**config.mk**
```make
export PLATFORM = sky130hd
export DESIGN_NAME = qenc_sim
export DESIGN_NICKNAME = d
export VERILOG_FILES = /design/src/rtl/qenc_pkg.sv /design/src/rtl/qenc_rate_gen.sv /design/src/rtl/qenc_position.sv /design/src/rtl/qenc_mode_sel.sv /design/src/rtl/qenc_sim.sv
export SDC_FILE = /design/constraint.sdc
export NUM_CORES = 1
export LEC_CHECK = 0
export BUFFER_PORTS_ARGS = -buffer_cell sky130_fd_sc_hd__buf_2
export CELL_PAD_IN_SITES_DETAIL_PLACEMENT = 1
export CELL_PAD_IN_SITES_GLOBAL_PLACEMENT = 1
export CORE_UTILIZATION = 46
export CTS_BUF_LIST = sky130_fd_sc_hd__clkbuf_4 sky130_fd_sc_hd__clkbuf_8 sky130_fd_sc_hd__clkbuf_16
export DETAILED_ROUTE_END_ITERATION = 10
export GPL_TIMING_DRIVEN = 0
export PLACE_DENSITY = 0.81
export SLEW_MARGIN = 20
export SYNTH_ARGS = -nofsm -noshare
export SYNTH_HDL_FRONTEND = slang
export SYNTH_HIERARCHICAL = 1
export SYNTH_SLANG_ARGS = --single-unit
```
**constraint.sdc**
```tcl
create_clock -name clk -period 11.1 [get_ports clk]
set_input_delay 0 -clock clk [delete_from_list [all_inputs] [get_ports clk]]
set_output_delay 0 -clock clk [all_outputs]
set_load 0.02 [all_outputs]
```
**src/rtl/qenc_pkg.sv**
```systemverilog
// Package: shared types and helpers for the quadrature encoder simulator.
// Assumes the quadrature state count per revolution is a multiple of four.
package qenc_pkg;

    // Active source feeding the angle tracker.
    typedef enum logic {
        SRC_LIVE = 1'b0,
        SRC_SYNTH = 1'b1
    } src_mode_t;

    // Map the two low position bits onto the Gray-ordered {A,B} pair.
    function automatic logic [1:0] phase_pair(input logic [1:0] sub);
        logic [1:0] ab;
        case (sub)
            2'd0:    ab = 2'b00;
            2'd1:    ab = 2'b01;
            2'd2:    ab = 2'b11;
            default: ab = 2'b10;
        endcase
        return ab;
    endfunction

endpackage

```
**src/rtl/qenc_rate_gen.sv**
```systemverilog
// Module: qenc_rate_gen
// Phase accumulator that sets the simulated shaft speed. Each carry out of
// the accumulator requests one quadrature state of motion.
// Assumes rate_inc may change on any clock; the accumulator holds while idle.
module qenc_rate_gen #(
    parameter int ACC_W = 24
) (
    input  logic             clk,
    input  logic             rst_n,
    input  logic             run_en,
    input  logic [ACC_W-1:0] rate_inc,
    output logic             tick
);

    logic [ACC_W-1:0] acc_q;
    logic [ACC_W:0]   acc_sum;

    // Next accumulator value with carry in the top bit.
    always_comb begin
        acc_sum = {1'b0, acc_q} + {1'b0, rate_inc};
        tick    = run_en & acc_sum[ACC_W];
    end

    // Advance the accumulator only while free running.
    always_ff @(posedge clk) begin
        if (!rst_n) begin
            acc_q <= '0;
        end else if (run_en) begin
            acc_q <= acc_sum[ACC_W-1:0];
        end
    end

endmodule

```
**src/rtl/qenc_position.sv**
```systemverilog
// Module: qenc_position
// Holds the simulated shaft position (modulo STATES quadrature states) and
// produces the registered A/B/Z outputs from the updated position.
// Assumes SLIP_W < POS_W so one step plus one slip never exceeds a revolution.
module qenc_position
    import qenc_pkg::*;
#(
    parameter int STATES = 5760,
    parameter int POS_W  = 13,
    parameter int SLIP_W = 8
) (
    input  logic              clk,
    input  logic              rst_n,
    input  logic              tick,
    input  logic              run_en,
    input  logic              step_req,
    input  logic              dir_rev,
    input  logic              slip_req,
    input  logic [SLIP_W-1:0] slip_amt,
    output logic              at_origin,
    output logic              sim_a,
    output logic              sim_b,
    output logic              sim_z
);

    localparam int SUM_W = POS_W + 2;
    localparam logic [SUM_W-1:0] STATES_W = SUM_W'(STATES);

    logic [POS_W-1:0] pos_q;
    logic [POS_W-1:0] pos_next;
    logic             move;
    logic [SUM_W-1:0] move_d;
    logic [SUM_W-1:0] slip_d;
    logic [SUM_W-1:0] raw_sum;
    logic [SUM_W-1:0] wrapped;
    logic [1:0]       ab_next;

    // Decide whether the shaft moves one state this clock.
    always_comb begin
        move = tick | (~run_en & step_req);
    end

    // Signed motion and slip deltas in two's complement, sign extended.
    always_comb begin
        move_d = '0;
        if (move) begin
            move_d = dir_rev ? {SUM_W{1'b1}} : SUM_W'(1);
        end
        slip_d = '0;
        if (slip_req) begin
            slip_d = {{(SUM_W - SLIP_W){slip_amt[SLIP_W-1]}}, slip_amt};
        end
    end

    // Add the deltas and fold the result back into one revolution.
    always_comb begin
        raw_sum = {2'b00, pos_q} + move_d + slip_d;
        if (raw_sum[SUM_W-1]) begin
            wrapped = raw_sum + STATES_W;
        end else if (raw_sum >= STATES_W) begin
            wrapped = raw_sum - STATES_W;
        end else begin
            wrapped = raw_sum;
        end
        pos_next  = wrapped[POS_W-1:0];
        at_origin = (pos_next == '0);
        ab_next   = phase_pair(pos_next[1:0]);
    end

    // Register position and outputs together so they change on one edge.
    always_ff @(posedge clk) begin
        if (!rst_n) begin
            pos_q <= '0;
            sim_a <= 1'b0;
            sim_b <= 1'b0;
            sim_z <= 1'b1;
        end else begin
            pos_q <= pos_next;
            sim_a <= ab_next[1];
            sim_b <= ab_next[0];
            sim_z <= at_origin;
        end
    end

endmodule

```
**src/rtl/qenc_mode_sel.sv**
```systemverilog
// Module: qenc_mode_sel
// Chooses which encoder source feeds the angle tracker. A change of the
// requested source is applied only when the simulated position reaches zero.
// Assumes at_origin is the combinational "updated position is zero" flag.
module qenc_mode_sel
    import qenc_pkg::*;
(
    input  logic clk,
    input  logic rst_n,
    input  logic sim_sel,
    input  logic at_origin,
    input  logic sim_a,
    input  logic sim_b,
    input  logic sim_z,
    input  logic enc_a_in,
    input  logic enc_b_in,
    input  logic enc_z_in,
    output logic mode_sim,
    output logic trk_a,
    output logic trk_b,
    output logic trk_z
);

    src_mode_t mode_q;

    // Latch the requested source at the revolution boundary only.
    always_ff @(posedge clk) begin
        if (!rst_n) begin
            mode_q <= SRC_LIVE;
        end else if (at_origin) begin
            mode_q <= sim_sel ? SRC_SYNTH : SRC_LIVE;
        end
    end

    // Route the active source to the tracker without added delay.
    always_comb begin
        mode_sim = (mode_q == SRC_SYNTH);
        if (mode_q == SRC_SYNTH) begin
            trk_a = sim_a;
            trk_b = sim_b;
            trk_z = sim_z;
        end else begin
            trk_a = enc_a_in;
            trk_b = enc_b_in;
            trk_z = enc_z_in;
        end
    end

endmodule

```
**src/rtl/qenc_sim.sv**
```systemverilog
// Module: qenc_sim
// Quadrature encoder simulator top: speed generator, position keeper and
// source selector. Quadrature states per revolution are four times CYC_PER_REV.
// Assumes SLIP_W is smaller than the position width.
module qenc_sim #(
    parameter int ACC_W       = 24,
    parameter int CYC_PER_REV = 1440,
    parameter int SLIP_W      = 8
) (
    input  logic              clk,
    input  logic              rst_n,
    input  logic              run_en,
    input  logic [ACC_W-1:0]  rate_inc,
    input  logic              dir_rev,
    input  logic              step_req,
    input  logic              slip_req,
    input  logic [SLIP_W-1:0] slip_amt,
    input  logic              sim_sel,
    input  logic              enc_a_in,
    input  logic              enc_b_in,
    input  logic              enc_z_in,
    output logic              sim_a,
    output logic              sim_b,
    output logic              sim_z,
    output logic              mode_sim,
    output logic              trk_a,
    output logic              trk_b,
    output logic              trk_z
);

    localparam int STATES = 4 * CYC_PER_REV;
    localparam int POS_W  = $clog2(STATES);

    logic tick;
    logic at_origin;

    qenc_rate_gen #(
        .ACC_W (ACC_W)
    ) i_rate (
        .clk      (clk),
        .rst_n    (rst_n),
        .run_en   (run_en),
        .rate_inc (rate_inc),
        .tick     (tick)
    );

    qenc_position #(
        .STATES (STATES),
        .POS_W  (POS_W),
        .SLIP_W (SLIP_W)
    ) i_pos (
        .clk       (clk),
        .rst_n     (rst_n),
        .tick      (tick),
        .run_en    (run_en),
        .step_req  (step_req),
        .dir_rev   (dir_rev),
        .slip_req  (slip_req),
        .slip_amt  (slip_amt),
        .at_origin (at_origin),
        .sim_a     (sim_a),
        .sim_b     (sim_b),
        .sim_z     (sim_z)
    );

    qenc_mode_sel i_mode (
        .clk       (clk),
        .rst_n     (rst_n),
        .sim_sel   (sim_sel),
        .at_origin (at_origin),
        .sim_a     (sim_a),
        .sim_b     (sim_b),
        .sim_z     (sim_z),
        .enc_a_in  (enc_a_in),
        .enc_b_in  (enc_b_in),
        .enc_z_in  (enc_z_in),
        .mode_sim  (mode_sim),
        .trk_a     (trk_a),
        .trk_b     (trk_b),
        .trk_z     (trk_z)
    );

endmodule

```
-- Word-level counts from Yosys, hierarchy flattened
Index checks and enable logic that the tools add are counted.
- register bits after elaboration: 41
- input bits: 42
- output and inout port bits: 7
- word-level logic and storage cells: 30
- add/sub/neg operators: 5
- order comparisons: 1
- equal/unequal tests: 2
- muxes and demuxes: 10
- bitwise logic cells: 4
- reductions and logical operators: 2
- operators with widths (kind ; count):
    $mux W15 ; 3
    $mux W13 ; 2
    $add A24 B24 Y25 ; 1
    $add A13 B15 Y15 ; 1
    $add A15 B15 Y15 ; 1
    $ge A15 B13 Y1 const B ; 1
    $add A13 B13 Y13 const B ; 1
    $logic_not A13 Y1 ; 1
    $sub A13 B13 Y13 const B ; 1
    $pmux W2 S3 ; 1
    $mux W1 ; 4
    $and A1 B1 Y1 ; 2
    $eq A2 B1 Y1 const B ; 1
    $eq A2 B2 Y1 const B ; 1
    $logic_not A2 Y1 ; 1
    $not A1 Y1 ; 1
    $or A1 B1 Y1 ; 1

-- Depth between registers and ports, before layout
Gate-level depths: netlist of the first run.
- depth in word-level cells: 11
- depth in mapped cells: 32

-- By module
Netlist of the first run, hierarchy kept.
- by module, submodules not included (module ; instances ; cells an instance ; area each (um^2)):
    qenc_position ; 1 ; 260 ; 2214.6
    qenc_rate_gen ; 1 ; 251 ; 2104.5
    qenc_mode_sel ; 1 ; 6 ; 70.1

-- Worst setup path before layout of the first run
No wires, ideal clock.
- path type: flip-flop to flip-flop
- from: register i_rate.acc_q[0]
- to: register i_mode.mode_q, in the netlist i_mode/mode_sim
- data arrival time: 6.696 ns
- required time: 10.984 ns
- slack: 4.288 ns
- stages on the path, launching flop included: 32
- buffers on the path: 2
- clock period less this slack: 6.812 ns
- cells stage by stage: dfxtp_1 > ha_1 > fa_1 > a21oi_2 > o211ai_1 > a32oi_2 > a2111oi_4 > o311ai_1 > a21boi_0 > a21o_1 > and2_1 > inv_1 > clkbuf_1 > xnor2_1 > ha_1 > inv_1 > fa_1 > nand2b_1 > a211oi_4 > nor2_2 > xnor2_1 > inv_1 > ha_1 > nor4_1 > a32oi_2 > and3_1 > buf_6 > mux2i_1 > nand4_1 > nor4_1 > mux2i_1 > nor2b_1
- longest elaborated chain between the ends: 10
- elaborated cells on any way between the ends: 12
- those cells by class: add/sub (5); order compare (1); mux (3); bitwise (2); reduce/logical (1)
- ends and longest elaborated chain (item ; line ; RTL):
    start, declared ; qenc_rate_gen.sv:15 ; logic [ACC_W-1:0] acc_q;
    start signal, assigned ; qenc_rate_gen.sv:29 ; acc_q <= acc_sum[ACC_W-1:0];
    $add A24 B24 Y25 (*) ; qenc_rate_gen.sv:20 ; acc_sum = {1'b0, acc_q} + {1'b0, rate_inc};
    $and A1 B1 Y1 (*) ; qenc_rate_gen.sv:21 ; tick = run_en & acc_sum[ACC_W];
    named net tick ; qenc_sim.sv:34 ; logic tick;
    $or A1 B1 Y1 (*) ; qenc_position.sv:40 ; move = tick | (~run_en & step_req);
    $mux W15 (*) ; qenc_position.sv:46 ; if (move) begin
    $add A13 B15 Y15 (*) ; qenc_position.sv:57 ; raw_sum = {2'b00, pos_q} + move_d + slip_d;
    $add A15 B15 Y15 (*) ; qenc_position.sv:57 ;
    $sub A13 B13 Y13 / $ge A15 B13 Y1 (equally long branches) ; qenc_position.sv:61, qenc_position.sv:60 ;
    $mux W13 ; qenc_position.sv:60 ; end else if (raw_sum >= STATES_W) begin
    $mux W13 (*) ; qenc_position.sv:58 ; if (raw_sum[SUM_W-1]) begin
    $logic_not A13 Y1 (*) ; qenc_position.sv:66 ; at_origin = (pos_next == '0);
    named net at_origin ; qenc_sim.sv:35 ; logic at_origin;
    end signal, assigned ; qenc_mode_sel.sv:31 ; mode_q <= sim_sel ? SRC_SYNTH : SRC_LIVE;
    end, declared ; qenc_mode_sel.sv:24 ; src_mode_t mode_q;
Mark *: on every way through the listed nets, which the timed path passes. The rest lies on a longest branch.
A chain may end at the register's enable or synchronous reset.

-- Worst setup path in the final report of the first run
Ends and elaborated chain as after synthesis.

==> run metrics, run 1 <==
Hold Path End i_mode/mode_sim$_SDFFE_PN0P_; initial core utilization between 40% and 50%; final wirelength 12600 um; MaxCap Viol Count 0; R2R setup slack about 2800 ps; DR WL/cell 17.9 um; Die ar. 9940 sq um; Mapped Cells just over 500; DRC 0; Routed Antenna Nets 0; die width 99.7 um; Worst-path clk slew 90 ps; Setup crit end kind register; Synth area leaders dfxtp_1 (19%), ha_1 (15%), xnor2_1 (4.6%); CP max stage delay 570 ps; launching point of the worst reg2reg path i_rate/acc_q[0]$_SDFFE_PN0P_; antenna violations before repair 0; Crit path top cell by count inv_1; CTS Root Buffer Type clkbuf_8; Static Leak 2.19 nW; CP max stage cell xnor2_1; Syn-to-layout area delta 11.7%; core area 9240 sq um; clk_lat worst skew about 300 ps; layout cells sized above 1 a little under a fifth; GR Util All Layers 26.4%; Worst Hold Depth 3; area occupied by multi-input gates ~3400 sq um; IO buf count 48; RSZ-0062 raised after global routing false; syn_area_per_cell 8.49 sq um; hold slack 12.1 ps; die height 99.7 um; FP Rows 35; global-route wire length before repair 20900 um; startpoint class of the critical path register; Antenna Cells 0; Ports between 40 and 50; Slew Viols, Final 0; Async SR Flop Fraction 0%; Post-CTS Setup Inserts 0; RePlAce Congestion 0.900; power per cell area 230 nW/um^2; WS Path Type reg -> reg; number of buffers created by CTS 5; H-Tree Depth 2; post-synth top area cell dfxtp_1; Power Total 1.13 mW; DP Cell Count a little under 700; area of all placed cells without fillers ~4900 sq um; VDD IR max around 0.00013 V; register area share after synthesis 18.7%; status finished clean; Seq. cell area 821 sq um; Critical Path RT between 10000 and 15000 ps; number of flops mapped to enable cells by yosys 0; Worst Reg-to-Reg Cells 32; cts hold-fix bufs 1; Slew headroom 50.9%; total number of yosys warnings 6; Tcrit/Tclk final 74.9%; fill count 1144; vias in the first global route 4340; Net count, final 673; synth unique cells 88; synthesized area 4390 sq um; detailed placement HPWL roughly 10000 um; worst slew pin tran 732 ps; final count of hold timing violations 0; Max Fclk 120 MHz; Worst Hold Launch sim_sel; CTS Buffer Depth 2; Min-Delay Path Class in -> reg; Setup TNS 0 ps; DR vias/cell 5.87; Post-Layout Cell Count about 700; pin count of the biggest net entering global routing 13; post-synth top area share 18.7%; setup violators final 0; syn_nets 617; DRT iter0 DRCs 150; CTS tree yes; Most used DFF post-synth dfxtp_1; Post-DP Area 4790 sq um; via count roughly 4100; Min Clock Period, post-route 8320 ps; FF-to-FF End i_mode/mode_sim$_SDFFE_PN0P_; worst clock skew 4.76 ps; CP max FO 10; Clock Sinks 41; DR pass1 iterations 4; Data arrival, critical path 8510 ps; cts repair resizes 0; FF+latch count, synth 41; grt ovf 0
worst max path at each step:
stage	startpoint	end	slack (ps)	cells after the start
floorplan	i_rate/acc_q[0]$_SDFFE_PN0P_	i_mode/mode_sim$_SDFFE_PN0P_	4290	31
global placement	i_rate/acc_q[0]$_SDFFE_PN0P_	i_mode/mode_sim$_SDFFE_PN0P_	3080	32
detailed placement	i_rate/acc_q[0]$_SDFFE_PN0P_	i_mode/mode_sim$_SDFFE_PN0P_	2890	32
CTS	i_rate/acc_q[0]$_SDFFE_PN0P_	i_mode/mode_sim$_SDFFE_PN0P_	2760	32
global route	i_rate/acc_q[0]$_SDFFE_PN0P_	i_mode/mode_sim$_SDFFE_PN0P_	2200	32
finish	i_rate/acc_q[0]$_SDFFE_PN0P_	i_mode/mode_sim$_SDFFE_PN0P_	2780	32
power by group:
part | total [mW] | internal (mW) | switching (mW)
Sequential | 0.209 | 0.184 | 0.0247
Clock | 0.122 | 0.0655 | 0.0560
Combinational | 0.797 | 0.316 | 0.481
Total | 1.13 | 0.566 | 0.562
layout by cell type (no fill, tap or decap), types with 4 or more instances in the layout:
cell,n
xnor2_1,23
o21bai_1,5
clkbuf_8,5
nor2_1,31
dfxtp_1,41
ha_1,53
mux2i_1,11
or3_1,8
and2_1,14
a31oi_1,5
nand2_1,38
xor2_1,5
o21ai_1,4
buf_2,51
a21o_1,18
o21ai_0,27
fa_1,5
nor2b_1,5
nand4_1,9
inv_1,24
a32o_1,7
a21oi_1,35
clkbuf_1,9
nor3_1,6
o21a_1,12
a21oi_2,5
o211ai_1,5
nand3_1,9
a211oi_1,9
and3_1,4
worst max-delay path, delay by kind of cell (launching register included):
family | cells | cell delay (ps)
AOI/OAI and AO/OA | 9 | 2330
muxes | 2 | 400
xor gates and xnor gates | 1 | 570
adders and majority gates | 6 | 1790
buffers and inverters | 6 | 1110
and+or+nand+nor | 8 | 1650
DFF | 1 | 340
metal layers:
metal,part of all wire (%),up-vias,GRT usage [%],routed length (um)
li1,-,2033,-,-
met1,46,2000,33.6,5740
met2,50,68,47.3,6300
met3,2.2,19,2.25,274
met4,2.0,0,7.58,257
met5,0,-,0,0
flip-flops by register name, indices dropped and copies added, names as in the netlist:
name	cells
i_pos/pos_q	13
i_rate/acc_q	24
i_mode/mode_sim	1
i_pos/sim_b	1
i_pos/sim_z	1
i_pos/sim_a	1
metrics by stage:
stage | utilization (%) | worst slack (ps)
final | 53.1 | 2780
after CTS | 53.1 | 2760
after floorplan | - | 4290
after global placement | 51.8 | 3080
after global routing | 53.1 | 2200
after detailed placement | 51.8 | 2890
synth_stat cells, drive strengths merged, types with 4 or more instances:
| cell | number |
|---|---|
| o21a | 13 |
| nand4 | 9 |
| and3 | 7 |
| o211ai | 7 |
| nand2 | 39 |
| nor3b | 4 |
| o21ai | 33 |
| a31oi | 5 |
| a21o | 18 |
| dfxtp | 41 |
| clkbuf | 9 |
| and2 | 16 |
| mux2i | 11 |
| nor3 | 8 |
| a211oi | 11 |
| buf | 7 |
| a32o | 7 |
| ha | 53 |
| nor4 | 4 |
| nor2b | 5 |
| fa | 5 |
| inv | 26 |
| nand3 | 9 |
| xnor2 | 23 |
| o21bai | 5 |
| nor2 | 32 |
| xor2 | 6 |
| a21oi | 41 |
| or3 | 11 |
cell families (layout without fill, tap and decap cells):
logic type | count (synthesis) | count (layout) | share of synthesized area, %
fa+ha+maj | 58 | 58 | 17.4
compound gates | 174 | 174 | 30.8
mux | 14 | 14 | 3.28
xor+xnor | 29 | 29 | 6.21
flops | 41 | 41 | 18.7
simple gates | 157 | 157 | 19.4
buf+inv | 44 | 100 | 4.28
cell type report:
class | instances | share of cell area (%)
Sequential cell | 41 | 16.7
Clock buffer | 5 | 1.40
Timing Repair Buffer | 49 | 5.10
Clock inverter | 2 | 0.714
Multi-Input combinational cell | 432 | 68.9
Buffer | 16 | 1.68
Inverter | 28 | 2.14
Tap cell | 129 | 3.29
Power figures use the tool's default switching activity.
==> run 2: changes to the inputs <==
CORE_UTILIZATION = 41   (was 46)
PLACE_DENSITY = 0.77   (was 0.81)
clock period = 7.62 ns   (was 11.1 ns; I/O delays follow)
==> run 2 against run 1 <==
Compared with the run above: power grew 57%; maximum frequency up 16%; die area up 12%; combinational power increased by 61%; first-iteration DRC count is 4.0% higher; flip-flop and latch count stayed put; largest power group unchanged; non-clock buffer count up 6; clock power increased by 53%; count of clock-buffer cells in the layout unchanged; cell area rose by 2.6%; via count up 1.8%.
==> run metrics, run 2 (same netlist as run 1, synthesis figures left out) <==
Routed Antenna Nets 0 (unchanged); Largest register FFs 24 (unchanged); vias in the first global route 4460 (was 4340); VDD IR max 0.000176 V (was 0.000125 V); Slew Viols, Final 0 (unchanged); IO buf count 48 (unchanged); Die ar. 11100 sq um (was 9940 sq um); power per cell area 352 nW/um^2 (was 230 nW/um^2); CTS Root Buffer Type clkbuf_8 (unchanged); Syn-to-layout area delta 14.7% (was 11.7%); startpoint class of the critical path register (unchanged); Post-DP Area 4800 sq um (was 4790 sq um); Slew headroom 42.4% (was 50.9%); CP max FO 10 (unchanged); DRC 0 (unchanged); clk_lat worst skew 310 ps (was 300 ps); worst clock skew 13.9 ps (was 4.76 ps); Static Leak 2.26 nW (was 2.19 nW); MaxCap Viol Count 0 (unchanged); CTS Buffer Depth 2 (unchanged); Biggest register i_rate/acc_q (unchanged); final wirelength 13100 um (was 12600 um); DR pass1 iterations 4 (unchanged); Net count, final 679 (was 673); CP max stage cell fa_1 (was xnor2_1); via count 4195 (was 4120); Antenna Cells 0 (unchanged); WS Path Type reg -> reg (unchanged); FP Rows 37 (was 35); pin count of the biggest net entering global routing 15 (was 13); status finished clean (unchanged); fill count 1274 (was 1144); Worst-path clk slew 100 ps (was 90 ps); H-Tree Depth 2 (unchanged); core area 10400 sq um (was 9240 sq um); global-route wire length before repair 21800 um (was 20900 um); layout cells sized above 1 21.9% (was 18.8%); CTS tree yes (unchanged); DR vias/cell 5.86 (was 5.87); grt ovf 0 (unchanged); Crit path top cell by count fa_1 (was inv_1); Tcrit/Tclk final 94.1% (was 74.9%); Regs by FF count i_rate/acc_q (24), i_pos/pos_q (13) (unchanged); die width 105 um (was 99.7 um); DR WL/cell 18.2 um (was 17.9 um); Critical Path RT 7820 ps (was 11290 ps); Min Clock Period, post-route 7170 ps (was 8320 ps); detailed placement HPWL 10300 um (was 10100 um); final count of hold timing violations 0 (unchanged); number of buffers created by CTS 5 (unchanged); RSZ-0062 raised after global routing false (unchanged); Min-Delay Path Class in -> reg (unchanged); Data arrival, critical path 7370 ps (was 8510 ps); Max Fclk 140 MHz (was 120 MHz); RePlAce Congestion 0.902 (was 0.900); setup violators final 0 (unchanged); area of all placed cells without fillers 5030 sq um (was 4900 sq um); GR Util All Layers 24.6% (was 26.4%); Seq. cell area 821 sq um (unchanged); antenna violations before repair 0 (unchanged); Setup crit end kind register (unchanged); initial core utilization 42.3% (was 47.5%); fin util 48.5% (was 53.1%); area occupied by multi-input gates 3430 sq um (was 3380 sq um); Clock Sinks 41 (unchanged); DRT iter0 DRCs 156 (was 150); commonest non-fill, non-tap cell in the layout buf_2 (was ha_1); CP max stage delay 430 ps (was 570 ps); Ports 49 (unchanged); worst slew pin tran 857 ps (was 732 ps); die height 105 um (was 99.7 um); most frequent cells in the layout buf_2 (52), ha_1 (51), dfxtp_1 (41) (was ha_1 (53), buf_2 (51), dfxtp_1 (41))
## run 2: per-layer routing
metal / vias to the layer above / wire, um / GRT usage [%]
met2: 81 / 6630 / 44.0
met4: 0 / 295 / 8.55
li1: 2049 / - / -
met5: - / 0 / 0
met3: 24 / 388 / 3.53
met1: 2041 / 5740 / 29.9
## run 2: area by class of cell
cell class | count | share of cell area (%)
clock inverter | 3 | 0.870
tap | 136 | 3.38
sequential | 41 | 16.3
clock buffer | 5 | 1.37
inverter | 28 | 2.09
multi-input combinational | 432 | 68.2
buffer | 13 | 1.44
timing repair buffer | 58 | 6.32
## run 2: power breakdown
group	internal (mW)	switching (mW)	leakage (nW)
sequential	0.268	0.0356	0.339
combinational	0.532	0.746	1.86
clock	0.0984	0.0886	0.0585
## run 2: critical path: cells and delay by family, from the launching register on
kind | cells | cell delay (ps)
AO/OA/AOI/OAI | 10 | 2100
AND/OR/NAND/NOR | 8 | 1550
buffers and inverters | 6 | 690
adder cells (fa/ha/maj) | 6 | 1860
flip-flops | 1 | 320
XOR/XNOR | 1 | 240
multiplexers | 1 | 270
## run 2: final timing paths
kind	start	cells after the start	endpoint	slack, ps
min	sim_sel	3	i_mode/mode_sim$_SDFFE_PN0P_	7
min reg2reg	i_rate/acc_q[9]$_SDFFE_PN0P_	2	i_rate/acc_q[9]$_SDFFE_PN0P_	490
max	i_rate/acc_q[0]$_SDFFE_PN0P_	32	i_mode/mode_sim$_SDFFE_PN0P_	450
max reg2reg	i_rate/acc_q[0]$_SDFFE_PN0P_	32	i_mode/mode_sim$_SDFFE_PN0P_	450
## run 2: timing repair
| item | CTS | global route |
|---|---|---|
| pin swaps | 3 | 9 |
| endpoints found under the hold margin | 1 | 0 |
| hold buffers | 1 | 0 |
| endpoints found under the setup margin | 7 | 3 |
| buffers inserted | 3 | 6 |
| gates cloned | 0 | 0 |
| gates resized for setup | 5 | 8 |
## run 2: per-stage QoR
| step | hold WS [ps] | setup slack (ps) | power, mW | TNS [ps] | instances |
|---|---|---|---|---|---|
| final | 6.89 | 452 | 1.77 | 0 | 716 |
| after global routing | 0.817 | 26.0 | 1.91 | 0 | 716 |
| after CTS | 6.09 | 32.8 | 1.69 | 0 | 712 |
| after detailed placement | 270 | -857 | 1.46 | -2150 | 701 |
| after global placement | 261 | -476 | 1.41 | -835 | 701 |
| after floorplan | 55.7 | 808 | 1.20 | 0 | 517 |
==> run 3: changes to the inputs <==
CORE_UTILIZATION = 46   (was 41)
PLACE_DENSITY = 0.81   (was 0.77)
clock period = 8.2 ns   (was 7.62 ns; I/O delays follow)
==> run 3 against run 2 <==
Compared with the run above: count of clock-buffer cells in the layout is the same; cell area shrank 1.6%; sequential power shrank 6.9%; sequential share of layout area grew 0.27 points; flip-flop and latch count is the same; utilization grew 5.1 points; register-to-register slack gained 130 ps; wire length shrank 2.8%; critical endpoint unchanged.
==> run metrics, run 3 (same netlist as run 1, synthesis figures left out) <==
CTS Root Buffer Type clkbuf_8 (unchanged); Slew headroom 48.2% (was 42.4%); initial core utilization 47.5% (was 42.3%); hold slack 13.5 ps (was 6.89 ps); Setup TNS 0 ps (unchanged); Max Fclk 131 MHz (was 140 MHz); RSZ-0062 raised after global routing false (unchanged); number of buffers created by CTS 5 (unchanged); DR vias/cell 5.90 (was 5.86); CTS Buffer Depth 2 (unchanged); Die ar. 9940 sq um (was 11100 sq um); die height 99.7 um (was 105 um); GR Util All Layers 26.4% (was 24.6%); DR pass1 iterations 4 (unchanged); startpoint class of the critical path register (unchanged); global-route wire length before repair 20900 um (was 21800 um); Min-Delay Path Class in -> reg (unchanged); core area 9240 sq um (was 10400 sq um); worst clock skew 4.42 ps (was 13.9 ps); CTS tree yes (unchanged); clk_lat worst skew 300 ps (was 310 ps); Static Leak 2.23 nW (was 2.26 nW); Setup crit end kind register (unchanged); pin count of the biggest net entering global routing 13 (was 15); status finished clean (unchanged); layout cells sized above 1 19.8% (was 21.9%); DRC 0 (unchanged); Antenna Cells 0 (unchanged); Syn-to-layout area delta 12.8% (was 14.7%); Tcrit/Tclk final 92.9% (was 94.1%); Biggest register i_rate/acc_q (unchanged); VDD IR max 0.000171 V (was 0.000176 V); H-Tree Depth 2 (unchanged); detailed placement HPWL 10100 um (was 10300 um); CP max stage cell fa_1 (unchanged); Largest register FFs 24 (unchanged); grt ovf 0 (unchanged); via count 4161 (was 4195); DRT iter0 DRCs 158 (was 156); commonest non-fill, non-tap cell in the layout ha_1 (was buf_2); Crit path top cell by count inv_1 (was fa_1); Ports 49 (unchanged); Critical Path Start i_rate/acc_q[0]$_SDFFE_PN0P_ (unchanged); Routed Antenna Nets 0 (unchanged); CP max stage delay 460 ps (was 430 ps); Slew Viols, Final 0 (unchanged); worst slew pin tran 772 ps (was 857 ps); Buffers & Inverters on Critical Path 7 (was 6); FP Rows 35 (was 37); MaxCap Viol Count 0 (unchanged); CP delay by family, top compound AO/OA/AOI/OAI gates (unchanged); Critical Path RT 8390 ps (was 7820 ps); DR WL/cell 18.0 um (was 18.2 um); Setup WS pre-CTS -11.4 ps (was -857 ps); Power Total 1.55 mW (was 1.77 mW); die width 99.7 um (was 105 um); power per cell area 312 nW/um^2 (was 352 nW/um^2); Clock Sinks 41 (unchanged); setup violators final 0 (unchanged); final wirelength 12700 um (was 13100 um); PnR worst setup slack 586 ps (was 452 ps); RePlAce Congestion 0.900 (was 0.902); Net count, final 676 (was 679); most frequent cells in the layout ha_1 (53), buf_2 (51), dfxtp_1 (41) (was buf_2 (52), ha_1 (51), dfxtp_1 (41)); Regs by FF count i_rate/acc_q (24), i_pos/pos_q (13) (unchanged); Data arrival, critical path 7810 ps (was 7370 ps); Worst Hold Launch sim_sel (unchanged); CP max FO 10 (unchanged); WS Path Type reg -> reg (unchanged); final count of hold timing violations 0 (unchanged); launching point of the worst reg2reg path i_rate/acc_q[0]$_SDFFE_PN0P_ (unchanged); Min Clock Period, post-route 7610 ps (was 7170 ps); vias in the first global route 4350 (was 4460); Worst-path clk slew 80 ps (was 100 ps); IO buf count 48 (unchanged); antenna violations before repair 0 (unchanged)
[run 3: repair_timing]
action | CTS | global route
endpoints found under the hold margin | 1 | 0
pin swaps | 0 | 3
hold buffers | 1 | 0
setup endpoints to repair | 1 | 3
buffers inserted | 0 | 4
resized for setup | 1 | 3
[run 3: worst paths after layout]
kind | slack, ps | cells after the start | endpoint
worst max-delay path | 590 | 33 | i_mode/mode_sim$_SDFFE_PN0P_
worst min-delay path | 10 | 3 | i_mode/mode_sim$_SDFFE_PN0P_
worst max register to register | 590 | 33 | i_mode/mode_sim$_SDFFE_PN0P_
worst min register to register | 470 | 2 | i_rate/acc_q[10]$_SDFFE_PN0P_
[run 3: stage by stage]
step                instance area [sq um]  utilization (%)  std cells
floorplan                            4390                -        517
global placement                     4790             51.8        694
detailed placement                   4790             51.8        694
CTS                                  4910             53.2        702
global route                         4950             53.6        705
finish                               4950             53.6        705
[run 3: metal layers]
metal  GRT usage (%)  part of all wire (%)
met1            33.6                    46
met3            2.25                   1.9
met5               0                     0
met2            47.1                    50
met4            7.92                   2.1
[run 3: cell type report]
type,count,area [sq um]
buffer,15,80.1
clock buffer,5,68.8
clock inverter,2,35.0
fill,1142,4290
inverter,28,105
multi-input combinational,432,3400
sequential,41,821
tap,129,161
timing repair buffer,53,280
[run 3: worst register-to-register path, delay by kind of cell (launching register included)]
family / cells / cell delay (ps)
compound gates: 9 / 2060
fa+ha+maj: 6 / 1750
simple gates: 8 / 1690
buf+inv: 7 / 1020
mux: 2 / 410
flops: 1 / 340
xor+xnor: 1 / 260
[run 3: power by group]
group / total, mW / leakage [nW] / switching [mW] / internal [mW]
Sequential: 0.283 / 0.339 / 0.0332 / 0.249
Clock: 0.164 / 0.0540 / 0.0758 / 0.0887
Combinational: 1.10 / 1.83 / 0.660 / 0.440
Total: 1.55 / 2.23 / 0.769 / 0.778
